$ cat src/rtl/eow_pkg.sv
package eow_pkg;
   typedef enum logic [1:0] {
      OP_PROG = 2'd0,
      OP_SECT = 2'd1,
      OP_BANK = 2'd2,
      OP_NONE = 2'd3
   } op_e;
endpackage

$ cat src/rtl/eow_timer.sv
module eow_timer
   import eow_pkg::*;
#(
   parameter int PROG_CYC   = 6,
   parameter int SERASE_CYC = 20,
   parameter int BERASE_CYC = 40,
   parameter int SETTLE_CYC = 4
) (
   input  logic clk,
   input  logic rst_n,
   input  logic start_i,
   input  op_e  op_i,
   output logic launch_o,
   output logic busy_o,
   output logic settle_o
);
   localparam int MAX_AB = (SERASE_CYC > BERASE_CYC) ? SERASE_CYC : BERASE_CYC;
   localparam int MAXC   = (PROG_CYC > MAX_AB) ? PROG_CYC : MAX_AB;
   localparam int CW     = $clog2(MAXC + 1);

   if (PROG_CYC < 1 || SERASE_CYC < 1 || BERASE_CYC < 1) begin : g_bad_dur
      $error("eow_timer: every duration must be at least one cycle");
   end
   if (SETTLE_CYC < 0) begin : g_bad_settle
      $error("eow_timer: settle length must not be negative");
   end

   logic          busy_q;
   logic [CW-1:0] cnt_q;
   logic [CW-1:0] load_val;
   logic          fin;

   always_comb begin
      unique case (op_i)
         OP_PROG: load_val = CW'(PROG_CYC - 1);
         OP_SECT: load_val = CW'(SERASE_CYC - 1);
         default: load_val = CW'(BERASE_CYC - 1);
      endcase
   end

   assign launch_o = start_i && !busy_q && (op_i != OP_NONE);
   assign fin      = busy_q && (cnt_q == '0);
   assign busy_o   = busy_q;

   always_ff @(posedge clk) begin
      if (!rst_n) begin
         busy_q <= 1'b0;
         cnt_q  <= '0;
      end else if (launch_o) begin
         busy_q <= 1'b1;
         cnt_q  <= load_val;
      end else if (fin) begin
         busy_q <= 1'b0;
      end else if (busy_q) begin
         cnt_q  <= cnt_q - 1'b1;
      end
   end

   if (SETTLE_CYC > 0) begin : g_settle
      localparam int SW = $clog2(SETTLE_CYC + 1);
      logic [SW-1:0] s_cnt_q;
      always_ff @(posedge clk) begin
         if (!rst_n)               s_cnt_q <= '0;
         else if (launch_o)        s_cnt_q <= '0;
         else if (fin)             s_cnt_q <= SW'(SETTLE_CYC);
         else if (s_cnt_q != '0)   s_cnt_q <= s_cnt_q - 1'b1;
      end
      assign settle_o = (s_cnt_q != '0);

      assert_settle_follows_R7: assert property (@(posedge clk) disable iff (!rst_n)
         $fell(busy_q) |-> settle_o);
   end else begin : g_no_settle
      assign settle_o = 1'b0;
   end

   assert_rise_needs_start_R2: assert property (@(posedge clk) disable iff (!rst_n)
      $rose(busy_q) |-> $past(start_i));
   assert_start_ignored_R9: assert property (@(posedge clk) disable iff (!rst_n)
      (start_i && busy_q && cnt_q != '0) |=> (busy_q && cnt_q == $past(cnt_q) - 1'b1));
   assert_none_op_R11: assert property (@(posedge clk) disable iff (!rst_n)
      (start_i && !busy_q && op_i == OP_NONE) |=> !busy_q);
endmodule

$ cat src/rtl/eow_fmt.sv
module eow_fmt #(
   parameter int DW = 8
) (
   input  logic          busy_i,
   input  logic          settle_i,
   input  logic          erase_i,
   input  logic          msb_i,
   input  logic          tog_i,
   input  logic [DW-1:0] array_i,
   output logic [DW-1:0] word_o
);
   logic poll_bit;

   always_comb begin
      if (busy_i) poll_bit = erase_i ? 1'b0 : ~msb_i;
      else        poll_bit = erase_i ? 1'b1 : msb_i;
   end

   if (DW > 2) begin : g_wide
      always_comb begin
         if (busy_i || settle_i) word_o = {poll_bit, tog_i, {(DW-2){1'b0}}};
         else                    word_o = array_i;
      end
   end else begin : g_narrow
      always_comb begin
         if (busy_i || settle_i) word_o = {poll_bit, tog_i};
         else                    word_o = array_i;
      end
   end
endmodule

$ cat src/rtl/eow_status_resp.sv
module eow_status_resp
   import eow_pkg::*;
#(
   parameter int DW         = 8,
   parameter int PROG_CYC   = 6,
   parameter int SERASE_CYC = 20,
   parameter int BERASE_CYC = 40,
   parameter int SETTLE_CYC = 4
) (
   input  logic          clk,
   input  logic          rst_n,
   input  logic          start_i,
   input  logic [1:0]    op_i,
   input  logic          prog_msb_i,
   input  logic [DW-1:0] array_data_i,
   input  logic          rd_i,
   output logic          busy_o,
   output logic          rd_valid_o,
   output logic [DW-1:0] rd_data_o
);
   if (DW < 2) begin : g_bad_dw
      $error("eow_status_resp: data width must be at least two bits");
   end

   op_e           op_c;
   logic          launch;
   logic          busy;
   logic          settle;
   logic          erase_q;
   logic          msb_q;
   logic          tog_q;
   logic [DW-1:0] word;
   logic [DW-1:0] rd_data_q;
   logic          rd_valid_q;

   assign op_c = op_e'(op_i);

   eow_timer #(
      .PROG_CYC  (PROG_CYC),
      .SERASE_CYC(SERASE_CYC),
      .BERASE_CYC(BERASE_CYC),
      .SETTLE_CYC(SETTLE_CYC)
   ) u_timer (
      .clk     (clk),
      .rst_n   (rst_n),
      .start_i (start_i),
      .op_i    (op_c),
      .launch_o(launch),
      .busy_o  (busy),
      .settle_o(settle)
   );

   always_ff @(posedge clk) begin
      if (!rst_n) begin
         erase_q <= 1'b0;
         msb_q   <= 1'b0;
         tog_q   <= 1'b0;
      end else if (launch) begin
         erase_q <= (op_c != OP_PROG);
         msb_q   <= prog_msb_i;
         tog_q   <= 1'b0;
      end else if (rd_i && busy) begin
         tog_q   <= ~tog_q;
      end
   end

   eow_fmt #(.DW(DW)) u_fmt (
      .busy_i  (busy),
      .settle_i(settle),
      .erase_i (erase_q),
      .msb_i   (msb_q),
      .tog_i   (tog_q),
      .array_i (array_data_i),
      .word_o  (word)
   );

   always_ff @(posedge clk) begin
      if (!rst_n) begin
         rd_data_q  <= '0;
         rd_valid_q <= 1'b0;
      end else begin
         rd_valid_q <= rd_i;
         if (rd_i) rd_data_q <= word;
      end
   end

   assign busy_o     = busy;
   assign rd_valid_o = rd_valid_q;
   assign rd_data_o  = rd_data_q;

   assert_toggle_clear_R5: assert property (@(posedge clk) disable iff (!rst_n)
      $rose(busy) |-> (tog_q == 1'b0));
   assert_erase_poll_R4: assert property (@(posedge clk) disable iff (!rst_n)
      (rd_i && busy && erase_q) |=> (rd_data_o[DW-1] == 1'b0));
   assert_prog_poll_R3: assert property (@(posedge clk) disable iff (!rst_n)
      (rd_i && busy && !erase_q) |=> (rd_data_o[DW-1] == ~$past(msb_q)));
   assert_valid_follows_R10: assert property (@(posedge clk) disable iff (!rst_n)
      rd_i |=> rd_valid_o);
   assert_hold_between_R10: assert property (@(posedge clk) disable iff (!rst_n)
      !rd_i |=> $stable(rd_data_o));
endmodule

$ cat config.mk
export PLATFORM = sky130hd
export DESIGN_NAME = eow_status_resp
export DESIGN_NICKNAME = d
export VERILOG_FILES = /design/src/rtl/eow_pkg.sv /design/src/rtl/eow_timer.sv /design/src/rtl/eow_fmt.sv /design/src/rtl/eow_status_resp.sv
export SDC_FILE = /design/constraint.sdc
export NUM_CORES = 1
export LEC_CHECK = 0
export BUFFER_PORTS_ARGS = -buffer_cell sky130_fd_sc_hd__buf_2
export CAP_MARGIN = 15
export CORE_AREA = 2 2 40 70
export CTS_CLUSTER_DIAMETER = 80
export CTS_CLUSTER_SIZE = 12
export DETAILED_ROUTE_END_ITERATION = 12
export DIE_AREA = 0 0 42 72
export PLACE_DENSITY = 0.66
export SLEW_MARGIN = 20
export SYNTH_ARGS = -nofsm -noshare
export SYNTH_HDL_FRONTEND = slang
export SYNTH_SLANG_ARGS = --single-unit
$ cat constraint.sdc
create_clock -name clk -period 3.5 [get_ports clk]
set_input_delay 0.35 -clock clk [delete_from_list [all_inputs] [get_ports clk]]
set_output_delay 0.35 -clock clk [all_outputs]
set_load 0.005 [all_outputs]
== Word-level counts from Yosys, hierarchy flattened ==
Index checks and enable logic that the tools add are counted.
Word-level totals
  register bits after elaboration: 22
Cells by class
  $add $sub $neg: 2
  reductions and logical operators: 16
  mux-type cells: 12
  bitwise operators: 3
  equality and inequality tests: 3
Operators with widths (count)
  $mux 6: 3
  $pmux 6 s2: 1
  $mux 8: 1
  $reduce_bool 2->1: 4
  $logic_not 6->1: 1
  $mux 3: 2
  $sub 6x1->6 const B: 1
  $mux 1: 5
  $logic_and 1x1->1: 4
  $ne 2x2->1 const B: 2
  $not 1->1: 3
  $reduce_bool 3->1: 1
  $reduce_or 3->1: 1
  $sub 3x1->3 const B: 1
  $eq 2x1->1 const B: 1
  $logic_not 2->1: 1
  $reduce_and 2->1: 1
  $reduce_or 2->1: 1
  $logic_not 1->1: 1
  $logic_or 1x1->1: 1

== Longest topological paths before layout ==
  depth in word-level cells: 5
  mapped depth: 8
  depth with buffers taken out: 7

== Hierarchy ==
Synthesis repeated with hierarchy kept, for this count alone.
Second synthesis, totals
  cells, all modules: 123
  area total of the unflattened synthesis: 1129.8 um^2
Modules (own cells, without submodules)
  eow_timer: instances 1, seq. area each 200.2 um^2, cells each 71, area an instance 594.3 um^2
  eow_status_resp: instances 1, seq. area each 240.2 um^2, cells each 40, area an instance 452.9 um^2
  eow_fmt: instances 1, seq. area each 0.0 um^2, cells each 12, area an instance 82.6 um^2

== Least setup slack after synthesis ==
OpenSTA, ideal clock, no wires.
  path type: reg2reg
  from: register u_timer.g_settle.s_cnt_q[0]
  to: register rd_data_q[6], in the netlist rd_data_o[6]
  cell stages (with the launch flop): 9
  library setup time: 86 ps
  data required time: 3414 ps
  arrival time: 1485 ps
  clock period less this slack: 1570 ps
  path slack: 1930 ps
  path buffers: 2
  cells stage by stage: dfxtp_1 > inv_1 > ha_1 > ha_1 > clkbuf_1 > nor2b_1 > buf_2 > mux2i_1 > a211oi_1
Between the ends
  longest elaborated chain between the ends: 3
RTL lines
  start, declared: line eow_timer.sv:61  | logic [SW-1:0] s_cnt_q;
  start signal, assigned: line eow_timer.sv:65  | else if (fin) s_cnt_q <= SW'(SETTLE_CYC);
  start signal, assigned: line eow_timer.sv:66  | else if (s_cnt_q != '0) s_cnt_q <= s_cnt_q - 1'b1;
  $reduce_bool 3->1: line eow_timer.sv:68  | assign settle_o = (s_cnt_q != '0);
  $logic_or 1x1->1: line eow_fmt.sv:21  | if (busy_i || settle_i) word_o = {poll_bit, tog_i, {(DW-2){1'b0}}};
  $mux 8: line eow_fmt.sv:21
  end signal, assigned: line eow_status_resp.sv:83  | if (rd_i) rd_data_q <= word;
  end, declared: line eow_status_resp.sv:33  | logic [DW-1:0] rd_data_q;
Every way passes these cells.
A chain may end at the register's enable or synchronous reset.

== Worst setup path in the final report ==
  from: register u_timer.busy_q, in the netlist u_timer.busy_o
  to: register u_timer.cnt_q[5]
Between the ends
  longest elaborated chain between the ends: 5
RTL lines
  start, declared: line eow_timer.sv:28  | logic busy_q;
  start signal, assigned: line eow_timer.sv:47  | busy_q <= 1'b0;
  start signal, assigned: line eow_timer.sv:50  | busy_q <= 1'b1;
  start signal, assigned: line eow_timer.sv:53  | busy_q <= 1'b0;
  $logic_not 1->1: line eow_timer.sv:41  | assign launch_o = start_i && !busy_q && (op_i != OP_NONE);
  $logic_and 1x1->1 (2 in a row): line eow_timer.sv:41
  $ne 2x2->1 (no source line) or $reduce_bool 2->1 (tied branches)
  $reduce_and 2->1 (no source line)
  end signal, assigned: line eow_timer.sv:51  | cnt_q <= load_val;
  end signal, assigned: line eow_timer.sv:55  | cnt_q <= cnt_q - 1'b1;
  end, declared: line eow_timer.sv:29  | logic [CW-1:0] cnt_q;
Parallel ways exist; a longest one is shown, timed or not.

==> flow_metrics.tcl <==
set metrics [dict create \
    start_util_pct 43.21 \
    finalWorstSetupSlack_ns 1.714 \
    cp.arrival_ns 1.95 \
    hold_viol_final 0 \
    status "finished, final reports clean" \
    drive_above_1_share_pct 21.77 \
    ff2ff_setup_slack_ns 1.71 \
    cp_max_fo 14 \
    r2r_end "u_timer.cnt_q[5]$_SDFFE_PN0P_" \
    ys_async_sr_fraction_pct 0 \
    synth.distinct_cells 28 \
    yosysWarnings 0 \
    clock_path_buffers 2 \
    tns_ns 0 \
    num_antenna_cells 0 \
    synth_top_area_share_pct 41.90 \
    fp.coreArea_sq_mm 0.002432 \
    grt_use_total_pct 17.05 \
    drtIter0Drc 28 \
    die-area_sq_mm 0.003024 \
    synth_area_sq_mm 0.001051 \
    synthFlopType "dfxtp_1" \
    start_kind "flip-flop" \
    synth-seq-area-share_pct 41.90 \
    path_clk_slew_ns 0.08 \
    routed-via-count 966 \
    ys_seq_elements 22 \
    holdBufCountCts 0 \
    grt_setup_unrepaired "false" \
    r2r_start "u_timer.busy_o$_SDFFE_PN0P_" \
    p_leak_nw 0.5453 \
    antenna_found_initial 0 \
    drv_slew 0 \
    post_cts_resized 0 \
    worst-endpoint-required_ns 3.67 \
    die_h_um 72 \
    worstSetupPathType "reg2reg" \
    timing.fmax_mhz 560.1 \
    synth_common_cells "dfxtp_1 (22), a21oi_1 (13), nor2_1 (13)" \
    syn-mean-instance-area_sq_um 8.408 \
    layout.nets 168 \
    maxCapViolations 0 \
    yosys.area.top_type "dfxtp_1" \
    synth_edf_count 0 \
    ys_top_cells_by_area "dfxtp_1 (42%), a21oi_1 (6.2%), ha_1 (6.0%)" \
    crit_start "u_timer.busy_o$_SDFFE_PN0P_" \
    clock_skew_ns 0.003489 \
    post-dp-hpwl_um 1760 \
    drc_errors 0 \
    htree_levels 1 \
    ir_drop_mv 0.3766 \
    grt_first_pass_wirelength_um 4050 \
    firstDrtPassIters 4 \
    syn_nets 145 \
    dp_slack_ns 1.742 \
    numCtsBuffers 3 \
    endpoint "u_timer.cnt_q[5]$_SDFFE_PN0P_" \
    cts_tree "yes" \
    worstMarginPinSlew_ns 0.5000 \
    cts_sinks 22 \
    syn_inst 125 \
    first_global_vias 961 \
    cts_setup_buffers 0 \
    area_growth_pct 17.38 \
    fp.dieW_um 42 \
    drt_wl_total_um 2315 \
    gp_congestion 0.8142 \
    r2r_cells 4 \
    cp-end-kind "flip-flop" \
    setup_viol 0 \
    io_buffers 24 \
    grt_max_degree 19 \
    ant_nets 0 \
    slew_headroom_pct 66.63 \
    fin_crit_ns 1.786 \
    insertion_delay_ns 0.26 \
    final_area_sq_mm 0.001234 \
    wl_per_cell_um 13.38 \
    powerDensity_mw_per_mm2 599.7 \
    dpl_cell_area_sq_mm 0.001179 \
    io-pin-count 25 \
    rows 24 \
    yosysMostFrequentCell "dfxtp_1" \
    final.period_utilization_pct 51.02 \
    hold_path.class "in2reg" \
    grt-ovfl-total 0 \
    root_buffer "clkbuf_8" \
    avgViaCountPerCell 5.584 \
]
cell type report:
type                    count  area, sq um
flip-flops and latches     22        440.4
repair buffers             24        120.1
inverters                   8        30.03
clock buffers               4        55.05
well taps                  26        32.53
multi-input cells          89        555.5
fillers                   233         1199
registers in the layout, summed over array words and instances (netlist names):
signal	count
u_timer.busy_o	1
erase_q	1
u_timer.g_settle.s_cnt_q	3
rd_valid_o	1
rd_data_o	8
u_timer.cnt_q	6
tog_q	1
msb_q	1
per-stage QoR:
step / power [mW] / std cells / util, % / hold WS (ns)
floorplan: 0.5063 / 125 / - / 0.4463
global placement: 0.5536 / 169 / 48.46 / 0.4544
detailed placement: 0.5635 / 169 / 48.46 / 0.4585
CTS: 0.7465 / 173 / 50.72 / 0.3270
global route: 0.7982 / 173 / 50.72 / 0.3273
finish: 0.7398 / 173 / 50.72 / 0.3285
worst max-delay path: stages, from the launching register on:
cell and delay [ns]:
dfxtp_1 0.58, or4b_4 0.55, nor4_2 0.16, nor3_1 0.08, a2111oi_2 0.32
metal layers:
metal	routed length, um	vias up	GRT usage (%)
met5	0	-	0
met4	63	0	7.527
met3	114	8	3.980
met2	1171	33	30.90
met1	965	449	18.41
li1	-	476	-
layout by cell type, fill, tap and decap left out, drive strengths merged, types with 2 or more instances in the layout:
master,Yosys,final
a211oi,3,3
a21oi,13,13
buf,2,24
clkbuf,4,4
dfxtp,22,22
ha,5,5
inv,8,8
mux2i,3,3
nand2,8,8
nand2b,8,8
nand3,8,8
nor2,13,13
nor2b,2,2
nor3,6,6
o21ai,5,5
xor2,3,3
cell families (layout without fill, tap and decap cells):
kind of cell | Yosys count | after routing | share of synthesized area [%]
compound gates | 29 | 29 | 17.50
xor+xnor | 3 | 3 | 2.500
fa+ha+maj | 5 | 5 | 5.952
buf+inv | 14 | 36 | 5.238
flops | 22 | 22 | 41.90
mux | 3 | 3 | 2.857
simple gates | 49 | 49 | 24.05
where the power goes:
part	internal, mW	switching [mW]
Sequential	0.288	0.0327
Combinational	0.106	0.131
Clock	0.100	0.0813
Total	0.495	0.245
worst min-delay path by stage:
stage               cells past startpoint                         to                      start
floorplan                               2         msb_q$_SDFFE_PN0P_         msb_q$_SDFFE_PN0P_
global placement                        2  rd_data_o[5]$_SDFFE_PN0P_  rd_data_o[5]$_SDFFE_PN0P_
detailed placement                      2  rd_data_o[2]$_SDFFE_PN0P_  rd_data_o[2]$_SDFFE_PN0P_
CTS                                     3         msb_q$_SDFFE_PN0P_                 prog_msb_i
global route                            3         msb_q$_SDFFE_PN0P_                 prog_msb_i
finish                                  3         msb_q$_SDFFE_PN0P_                 prog_msb_i
Note: power is estimated with default switching activity, not from simulation.
